<file path="config.mk">
export PLATFORM = sky130hd
export DESIGN_NAME = rstctl_port
export DESIGN_NICKNAME = d
export VERILOG_FILES = /design/src/rtl/rcp_pkg.sv /design/src/rtl/rcp_decode.sv /design/src/rtl/rcp_store.sv /design/src/rtl/rstctl_port.sv
export SDC_FILE = /design/constraint.sdc
export NUM_CORES = 1
export LEC_CHECK = 0
export BUFFER_PORTS_ARGS = -buffer_cell sky130_fd_sc_hd__buf_2
export CAP_MARGIN = 20
export CORE_AREA = 2 2 39 41
export CTS_BUF_LIST = sky130_fd_sc_hd__clkbuf_8 sky130_fd_sc_hd__clkbuf_16
export CTS_CLUSTER_DIAMETER = 120
export CTS_CLUSTER_SIZE = 12
export DETAILED_ROUTE_END_ITERATION = 8
export DIE_AREA = 0 0 41 43
export GPL_ROUTABILITY_DRIVEN = 0
export GPL_TIMING_DRIVEN = 0
export HOLD_SLACK_MARGIN = 0.1
export PLACE_DENSITY_LB_ADDON = 0.3
export SETUP_SLACK_MARGIN = 0.05
export SYNTH_ARGS = -nofsm -noshare
export SYNTH_HDL_FRONTEND = slang
export SYNTH_HIERARCHICAL = 1
export SYNTH_SLANG_ARGS = --single-unit
</file>
<file path="constraint.sdc">
create_clock -name clk -period 1.8 [get_ports clk]
set_input_delay 0.09 -clock clk [delete_from_list [all_inputs] [get_ports clk]]
set_output_delay 0.09 -clock clk [all_outputs]
set_load 0.005 [all_outputs]
</file>
<file path="src/rtl/rcp_pkg.sv">
package rcp_pkg;
  localparam int unsigned RCP_DW = 8;
  typedef logic [RCP_DW-1:0] rcp_byte_t;

  // stored form of a non-trigger write: only the type bit survives
  function automatic rcp_byte_t rcp_keep_type(input rcp_byte_t d, input int unsigned tbit);
    rcp_byte_t m;
    m = rcp_byte_t'(1) << tbit;
    return d & m;
  endfunction

  // does this write carry the trigger bit
  function automatic logic rcp_is_trigger(input rcp_byte_t d, input int unsigned gbit);
    return d[gbit];
  endfunction
endpackage

</file>
<file path="src/rtl/rcp_decode.sv">
module rcp_decode #(
  parameter int unsigned ADDR_W = 16,
  parameter logic [ADDR_W-1:0] PORT_ADDR = 16'hCF9
) (
  input  logic [ADDR_W-1:0] addr,
  input  logic              rd,
  input  logic              wr,
  output logic              rd_hit,
  output logic              wr_hit
);
  logic match;
  assign match  = (addr == PORT_ADDR);
  assign rd_hit = rd & match;
  assign wr_hit = wr & match;
endmodule

</file>
<file path="src/rtl/rcp_store.sv">
module rcp_store
  import rcp_pkg::*;
#(
  parameter int unsigned TYPE_BIT = 1,
  parameter int unsigned TRIG_BIT = 2
) (
  input  logic      clk,
  input  logic      rst_n,
  input  logic      wr_hit,
  input  rcp_byte_t wdata,
  output rcp_byte_t reg_q,
  output logic      trig_evt,
  output logic      pulse_q
);
  logic store_evt;
  assign trig_evt  = wr_hit & rcp_is_trigger(wdata, TRIG_BIT);
  assign store_evt = wr_hit & ~trig_evt;

  always_ff @(posedge clk or negedge rst_n) begin
    if (!rst_n) begin
      reg_q   <= '0;
      pulse_q <= 1'b0;
    end else begin
      pulse_q <= trig_evt;
      if (store_evt) reg_q <= rcp_keep_type(wdata, TYPE_BIT);
    end
  end
endmodule

</file>
<file path="src/rtl/rstctl_port.sv">
module rstctl_port
  import rcp_pkg::*;
#(
  parameter int unsigned ADDR_W   = 16,
  parameter logic [ADDR_W-1:0] PORT_ADDR = 16'hCF9,
  parameter int unsigned TYPE_BIT = 1,
  parameter int unsigned TRIG_BIT = 2
) (
  input  logic              clk,
  input  logic              rst_n,
  input  logic [ADDR_W-1:0] io_addr,
  input  logic              io_wr,
  input  logic              io_rd,
  input  logic [7:0]        io_wdata,
  output logic [7:0]        io_rdata,
  output logic              io_ack,
  output logic              reset_pulse
);
  logic      rd_hit;
  logic      wr_hit;
  logic      trig_evt;
  rcp_byte_t reg_q;

  rcp_decode #(.ADDR_W(ADDR_W), .PORT_ADDR(PORT_ADDR)) u_dec (
    .addr(io_addr), .rd(io_rd), .wr(io_wr), .rd_hit(rd_hit), .wr_hit(wr_hit)
  );

  rcp_store #(.TYPE_BIT(TYPE_BIT), .TRIG_BIT(TRIG_BIT)) u_st (
    .clk(clk), .rst_n(rst_n), .wr_hit(wr_hit), .wdata(io_wdata),
    .reg_q(reg_q), .trig_evt(trig_evt), .pulse_q(reset_pulse)
  );

  assign io_rdata = rd_hit ? reg_q : '0;
  assign io_ack   = rd_hit | wr_hit;
endmodule

</file>
==> key figures, run 1 <==
Critical path
  • Reg2reg setup slack: about 1.1 ns
  • Critical R2R Launch: u_st/reg_q[1]
  • Worst R2R End: u_st/reg_q[1]
  • CP startpoint: io_addr[12]
  • Worst Reg-to-Reg Cells: 1
  • Worst-path fanout max: 9
  • CP endpoint kind: output pin
  • CP Launch Type: input port
  • Setup CP Type: in -> out
  • CP arrival: 1.41 ns
  • Critical path endpoint: io_rdata[1]
  • CP required: 1.71 ns

STA
  • Final setup fails: 0
  • RSZ-0062 raised after global routing: false
  • Post-route clock period utilization: 0.832
  • Clock skew: 0 ns
  • Fin. Hold Viols: 0
  • Fmax: 668 MHz
  • Slew Viols, Final: 0
  • Final TNS setup: 0 ns
  • Final Critical Period: around 1.5 ns

Placed design
  • Placed instance area: between 400 and 500 um2
  • I/O Buffers: 24
  • Cell Count Post-Placement: 75

Route
  • Remaining antenna violation count: 0
  • Drt first-iter violations: 0
  • Post-DR vias/cell: between 3 and 4
  • Via count: slightly below 300
  • WL/cell: slightly below 7 um
  • Drt pass-1 iters: 1
  • Residual DRC count: 0
  • Routed wire length: 536 um

Floorplan
  • Initial Util: 0.198
  • Die area: 1760 um2
  • Row cnt: 14
  • Die span in x: 41 um
  • Height of the chip: 43 um
  • Core Region: 1380 um2
  • I/O pins: 38

Clock tree
  • Clk root buf: clkbuf_8
  • Clk Latency, worst-skew pair: 0.21 ns
  • CTS tree: built
  • Max clock buf depth: 2
  • CTS clk-pin slew, worst paths: 0.03 ns
  • H-tree depth: 1
  • Num Clock Sinks: 2
  • Inserted Clock Buffers: 3

Yosys
  • Syn. warnings: 6
  • Largest family of logic cells by synthesized area: simple AND/OR/NAND/NOR gates
  • Synth cell types: 12
  • Synthesized area: roughly 270 um2
  • Cells after Synth: 29
  • Synth Area in Simple Gates: 0.557
  • Syn Area/Cell: between 9 and 10 um2
  • Seq cells post-synth: 2
  • Sequential area share after synthesis: 0.183
  • Compound-cell area share of the yosys netlist: 0
  • Synth Area in XOR/XNOR: 0
  • Mux share of post-synthesis cell area: 0.0548
  • Adder-Cell Fraction of Synth Area: 0

Cells and area
  • Fillers: 154
  • Final Util: 0.353
  • Final layout net count: 93
  • Multi-input combinational cell area: 194 um2
  • Design area: 488 um2
  • Final std cells w/o fill: just under 80
  • Storage element area: approximately 50 um2
  • Layout area overhead: 78.1%
  • Share of cells above drive strength 1: 0.746
  • Number of diodes: 0

Run
  • Total of max-cap violations: 0

Power
  • Total chip power: about 0.00026 W
  • Cell Int Power: 0.000216 W
  • Clk pwr share: 0.670
  • Combinational group share of total power: 0.155
  • Switch share: 0.166
  • Seq pwr share: 0.175
  • Peak supply drop: 0.000294 V
  • Sw Pwr: 0.0000430 W
  • LEAKAGE: 0.274 nW
  • Power Dens Cells: 531 nW/um2

Worst hold path
  • Hold_sp: io_wdata[1]
  • Worst hold-check path type: in -> reg

Global route
  • Initial antenna violation count: 0
  • First-pass GRT wire length: 772 um
  • Largest net degree at the start of global routing: 10
  • Total global-route track usage: 0.0643
  • Vias in the first global route: 223
  • GRT overflow: 0

Outcome
  • Status: completed
==> synth_stat cells <==
library cell,instances,share of area
or4_4,1,0.041
and2_2,9,0.25
dfrtp_1,2,0.18
and2_1,2,0.046
or2_1,1,0.023
nand4b_1,2,0.064
nand4bb_1,1,0.041
nor2b_4,1,0.050
nor4_2,1,0.046
mux2_4,1,0.055
conb_1,1,0.014
buf_4,7,0.19
==> how the worst min path moves through the flow <==
| stage | end | cells past startpoint | slack [ns] |
|---|---|---|---|
| 6_report | u_st/reg_q[1] | 2 | 0.12 |
| 5_1_grt | u_st/reg_q[1] | 2 | 0.12 |
| 4_1_cts | u_st/reg_q[1] | 2 | 0.11 |
| 3_5_place_dp | u_st/reg_q[1] | 1 | -0.12 |
| 3_3_place_gp | u_st/pulse_q | 1 | -0.13 |
| 2_1_floorplan | u_st/pulse_q | 0 | -0.21 |
==> layout make-up <==
cell class,instances,share of cell area
Multi-Input combinational cell,26,0.397
Timing Repair Buffer,25,0.267
Buffer,7,0.108
Sequential cell,2,0.103
Clock buffer,3,0.0846
Tap cell,16,0.0410
==> per-layer routing <==
layer  track usage  wire, um  vias up
met5             0         0        -
met4        0.0400         0        0
met3        0.0157        79        0
met2         0.106       283       21
met1        0.0675       173      119
li1              -         -      151
==> repair_timing <==
action / CTS / global route
hold buffers: 1 / 0
gates resized for setup: 0 / 0
buffers inserted: 0 / 0
endpoints found under the hold margin: 2 / 0
==> kinds of logic (layout without fill, tap and decap cells) <==
group / count (synthesis) / after routing
multiplexers: 1 / 1
other: 1 / 7
buffers and inverters: 7 / 35
flip-flops: 2 / 2
AND/OR/NAND/NOR: 18 / 18
==> flip-flops by register name, summed over array words and instances (netlist names) <==
register,cells
u_st/pulse_q,1
u_st/reg_q,1
==> metrics by stage <==
step | hold slack (ns) | setup WS (ns)
CTS | 0.113 | 0.266
finish | 0.116 | 0.303
floorplan | -0.206 | 0.339
global route | 0.115 | 0.187
global placement | -0.125 | 0.162
detailed placement | -0.125 | 0.159
==> power groups by stage <==
stage | combinational (W) | sequential [W] | clock (W)
floorplan | 0.0000158 | 0.0000458 | 0
global placement | 0.0000379 | 0.0000458 | 0
detailed placement | 0.0000386 | 0.0000458 | 0
CTS | 0.0000403 | 0.0000453 | 0.000178
global route | 0.0000450 | 0.0000453 | 0.000185
finish | 0.0000401 | 0.0000453 | 0.000173
==> layout by cell type, fill, tap and decap left out <==
cell           netlist  routed
or2_1                1       1
mux2_4               1       1
nor4_2               1       1
and2_2               9       9
dlygate4sd3_1        0       1
dfrtp_1              2       2
nor2b_4              1       1
nand4b_1             2       2
or4_4                1       1
buf_4                7       7
nand4bb_1            1       1
buf_2                0      24
conb_1               1       7
and2_1               2       2
clkbuf_8             0       3
==> worst max-delay path, cell delays in order <==
cell    delay, ns
buf_2        0.10
or4_4        0.52
nor4_2       0.16
and2_1       0.27
and2_2       0.17
buf_2        0.10
(Power assumes the default switching activity.)
==> run 2, diff against run 1 <==
==> constraint.sdc (replaced) <==
create_clock -name clk -period 1.4 [get_ports clk]
set_input_delay 0.07 -clock clk [delete_from_list [all_inputs] [get_ports clk]]
set_output_delay 0.07 -clock clk [all_outputs]
set_load 0.005 [all_outputs]
==> run 2 against run 1 <==
Compared with the run above: critical endpoint is now u_st/reg_q[1]; worst setup slack got worse by 0.29 ns; non-clock buffer count rose by 3; worst hold slack improved by 0.036 ns; clock power rose by 28%; first-iteration DRC count rose by 4; critical path depth did not move.
==> key figures, run 2 (synthesis gave the netlist of run 1 again) <==
Outcome
  • Status: completed

Global route
  • Largest net degree at the start of global routing: 8 (-2)
  • GRT overflow: 0 (unchanged)
  • Vias in the first global route: 275 (+23%)
  • Initial antenna violation count: 0 (unchanged)
  • First-pass GRT wire length: 952 um (+23%)
  • Total global-route track usage: 0.0773 (+0.0131)

Route
  • Remaining antenna violation count: 0 (unchanged)
  • Via count: 305 (+4.8%)
  • WL/cell: 7.62 um (+12%)
  • Residual DRC count: 0 (unchanged)
  • Drt first-iter violations: 4 (+4)
  • Routed wire length: 625 um (+17%)
  • Post-DR vias/cell: 3.72 (+0.98%)
  • Drt pass-1 iters: 2 (+1)

Placed design
  • I/O Buffers: 24 (unchanged)
  • Place WS: -0.227 ns (-0.386 ns)
  • HPWL after DPL: between 400 and 500 um

STA
  • RSZ-0062 raised after global routing: true
  • Hold WS: 0.152 ns (+0.0356 ns)
  • Fmax: 721 MHz
  • Setup WS post-layout: 0.0129 ns (-0.290 ns)
  • Slew Viols, Final: 0 (unchanged)
  • Post-route clock period utilization: 0.991
  • Final Critical Period: 1.39 ns
  • Clock skew: 0 ns (unchanged)
  • Fin. Hold Viols: 0 (unchanged)
  • Final setup fails: 0 (unchanged)

Clock tree
  • Inserted Clock Buffers: 3 (unchanged)
  • CTS clk-pin slew, worst paths: 0.03 ns (about the same)
  • Max clock buf depth: 2 (unchanged)
  • Clk root buf: clkbuf_8
  • CTS tree: built
  • Num Clock Sinks: 2 (unchanged)
  • Clk Latency, worst-skew pair: 0.21 ns (about the same)
  • H-tree depth: 1 (unchanged)

Critical path
  • CP Launch Type: input port
  • CP delay by family, top: simple AND/OR/NAND/NOR gates
  • Worst Reg-to-Reg Cells: 1 (unchanged)
  • Critical path endpoint: u_st/reg_q[1]
  • Critical path depth in cells: 6 (unchanged)
  • CP endpoint kind: flop
  • CP Cell Sequence: buf_6 > or4_4 > nor4_4 > and2_4 > nor2b_4 > mux2_4
  • Critical R2R Launch: u_st/reg_q[1]
  • CP arrival: 1.47 ns (+0.06 ns)
  • Slowest CP cell: or4_4
  • CP startpoint: io_addr[12]
  • Worst R2R End: u_st/reg_q[1]
  • Setup CP Type: in -> reg
  • Reg2reg setup slack: 0.65 ns (-0.40 ns)
  • Worst Path Buf+Inv: 1 (-1)
  • CP required: 1.49 ns (-0.22 ns)
  • Worst-path fanout max: 3 (-6)
  • CP max stage delay: 0.53 ns (about the same)

Cells and area
  • Largest regs: u_st/pulse_q: 1 flops, u_st/reg_q: 1 flops
  • Share of cells above drive strength 1: 0.773 (+0.0267)
  • Number of diodes: 0 (unchanged)
  • Layout area overhead: 97.3%
  • Commonest non-fill, non-tap cell in the layout: buf_2
  • Fillers: 149 (-3.2%)
  • Most frequent cells in the layout: buf_2, buf_4, and2_2, conb_1
  • Final Util: 0.391 (+0.0380)
  • Final layout net count: 96 (+3.2%)

Run
  • Total of max-cap violations: 0 (unchanged)

Worst hold path
  • Worst hold-check path type: in -> reg

Power
  • LEAKAGE: 0.309 nW (+12%)
  • Power Dens Cells: 623 nW/um2 (+18%)
  • Peak supply drop: 0.000279 V (-5.1%)

Floorplan
  • Die span in x: 41 um (unchanged)
  • Die area: 1760 um2 (unchanged)
  • I/O pins: 38 (unchanged)
  • Initial Util: 0.198 (unchanged)
  • Height of the chip: 43 um (unchanged)
  • Row cnt: 14 (unchanged)
  • Core Region: 1380 um2 (unchanged)
[run 2: stage by stage]
step                TNS [ns]  total power [W]  instances  cell area (um2)
floorplan            -0.0408        0.0000792         35              297
global placement      -0.413         0.000108         75              437
detailed placement    -0.420         0.000109         75              437
CTS                        0         0.000342         81              526
global route         -0.0352         0.000361         82              541
finish                     0         0.000337         82              541
[run 2: worst min-delay path by stage]
stage	start	endpoint	slack [ns]	depth (start not counted)
after floorplan	rst_n	u_st/pulse_q	-0.23	0
after global placement	rst_n	u_st/pulse_q	-0.14	1
after detailed placement	rst_n	u_st/reg_q[1]	-0.15	1
after CTS	io_wdata[2]	u_st/pulse_q	0.14	2
after global routing	io_wdata[2]	u_st/pulse_q	0.16	2
final	io_wdata[2]	u_st/pulse_q	0.15	2
[run 2: timing repair]
action / CTS / global route
pin swaps: 2 / 1
endpoints found under the setup margin: 3 / 3
setup buffers: 1 / 1
resized for setup: 5 / 2
endpoints found under the hold margin: 3 / 0
hold buffers: 2 / 0
[run 2: power breakdown]
part	internal, W	total (W)	switching, W
registers	0.0000583	0.0000583	0.00000000305
logic	0.0000414	0.0000577	0.0000162
clock network	0.000181	0.000221	0.0000397
total	0.000281	0.000337	0.0000559
[run 2: metal layers]
| metal | part of all wire | vias to the layer above | global-route usage |
|---|---|---|---|
| met2 | 0.57 | 19 | 0.144 |
| met5 | 0 | - | 0 |
| li1 | - | 157 | - |
| met1 | 0.31 | 129 | 0.0707 |
| met4 | 0 | 0 | 0.0400 |
| met3 | 0.12 | 0 | 0.0157 |
[run 2: final cells by class]
| class | count | area [um2] | area share |
|---|---|---|---|
| Multi-Input combinational cell | 26 | 209 | 0.387 |
| Timing Repair Buffer | 28 | 168 | 0.310 |
| Buffer | 7 | 52.6 | 0.0972 |
| Sequential cell | 2 | 50.0 | 0.0926 |
| Clock buffer | 3 | 41.3 | 0.0764 |
| Tap cell | 16 | 20.0 | 0.0370 |
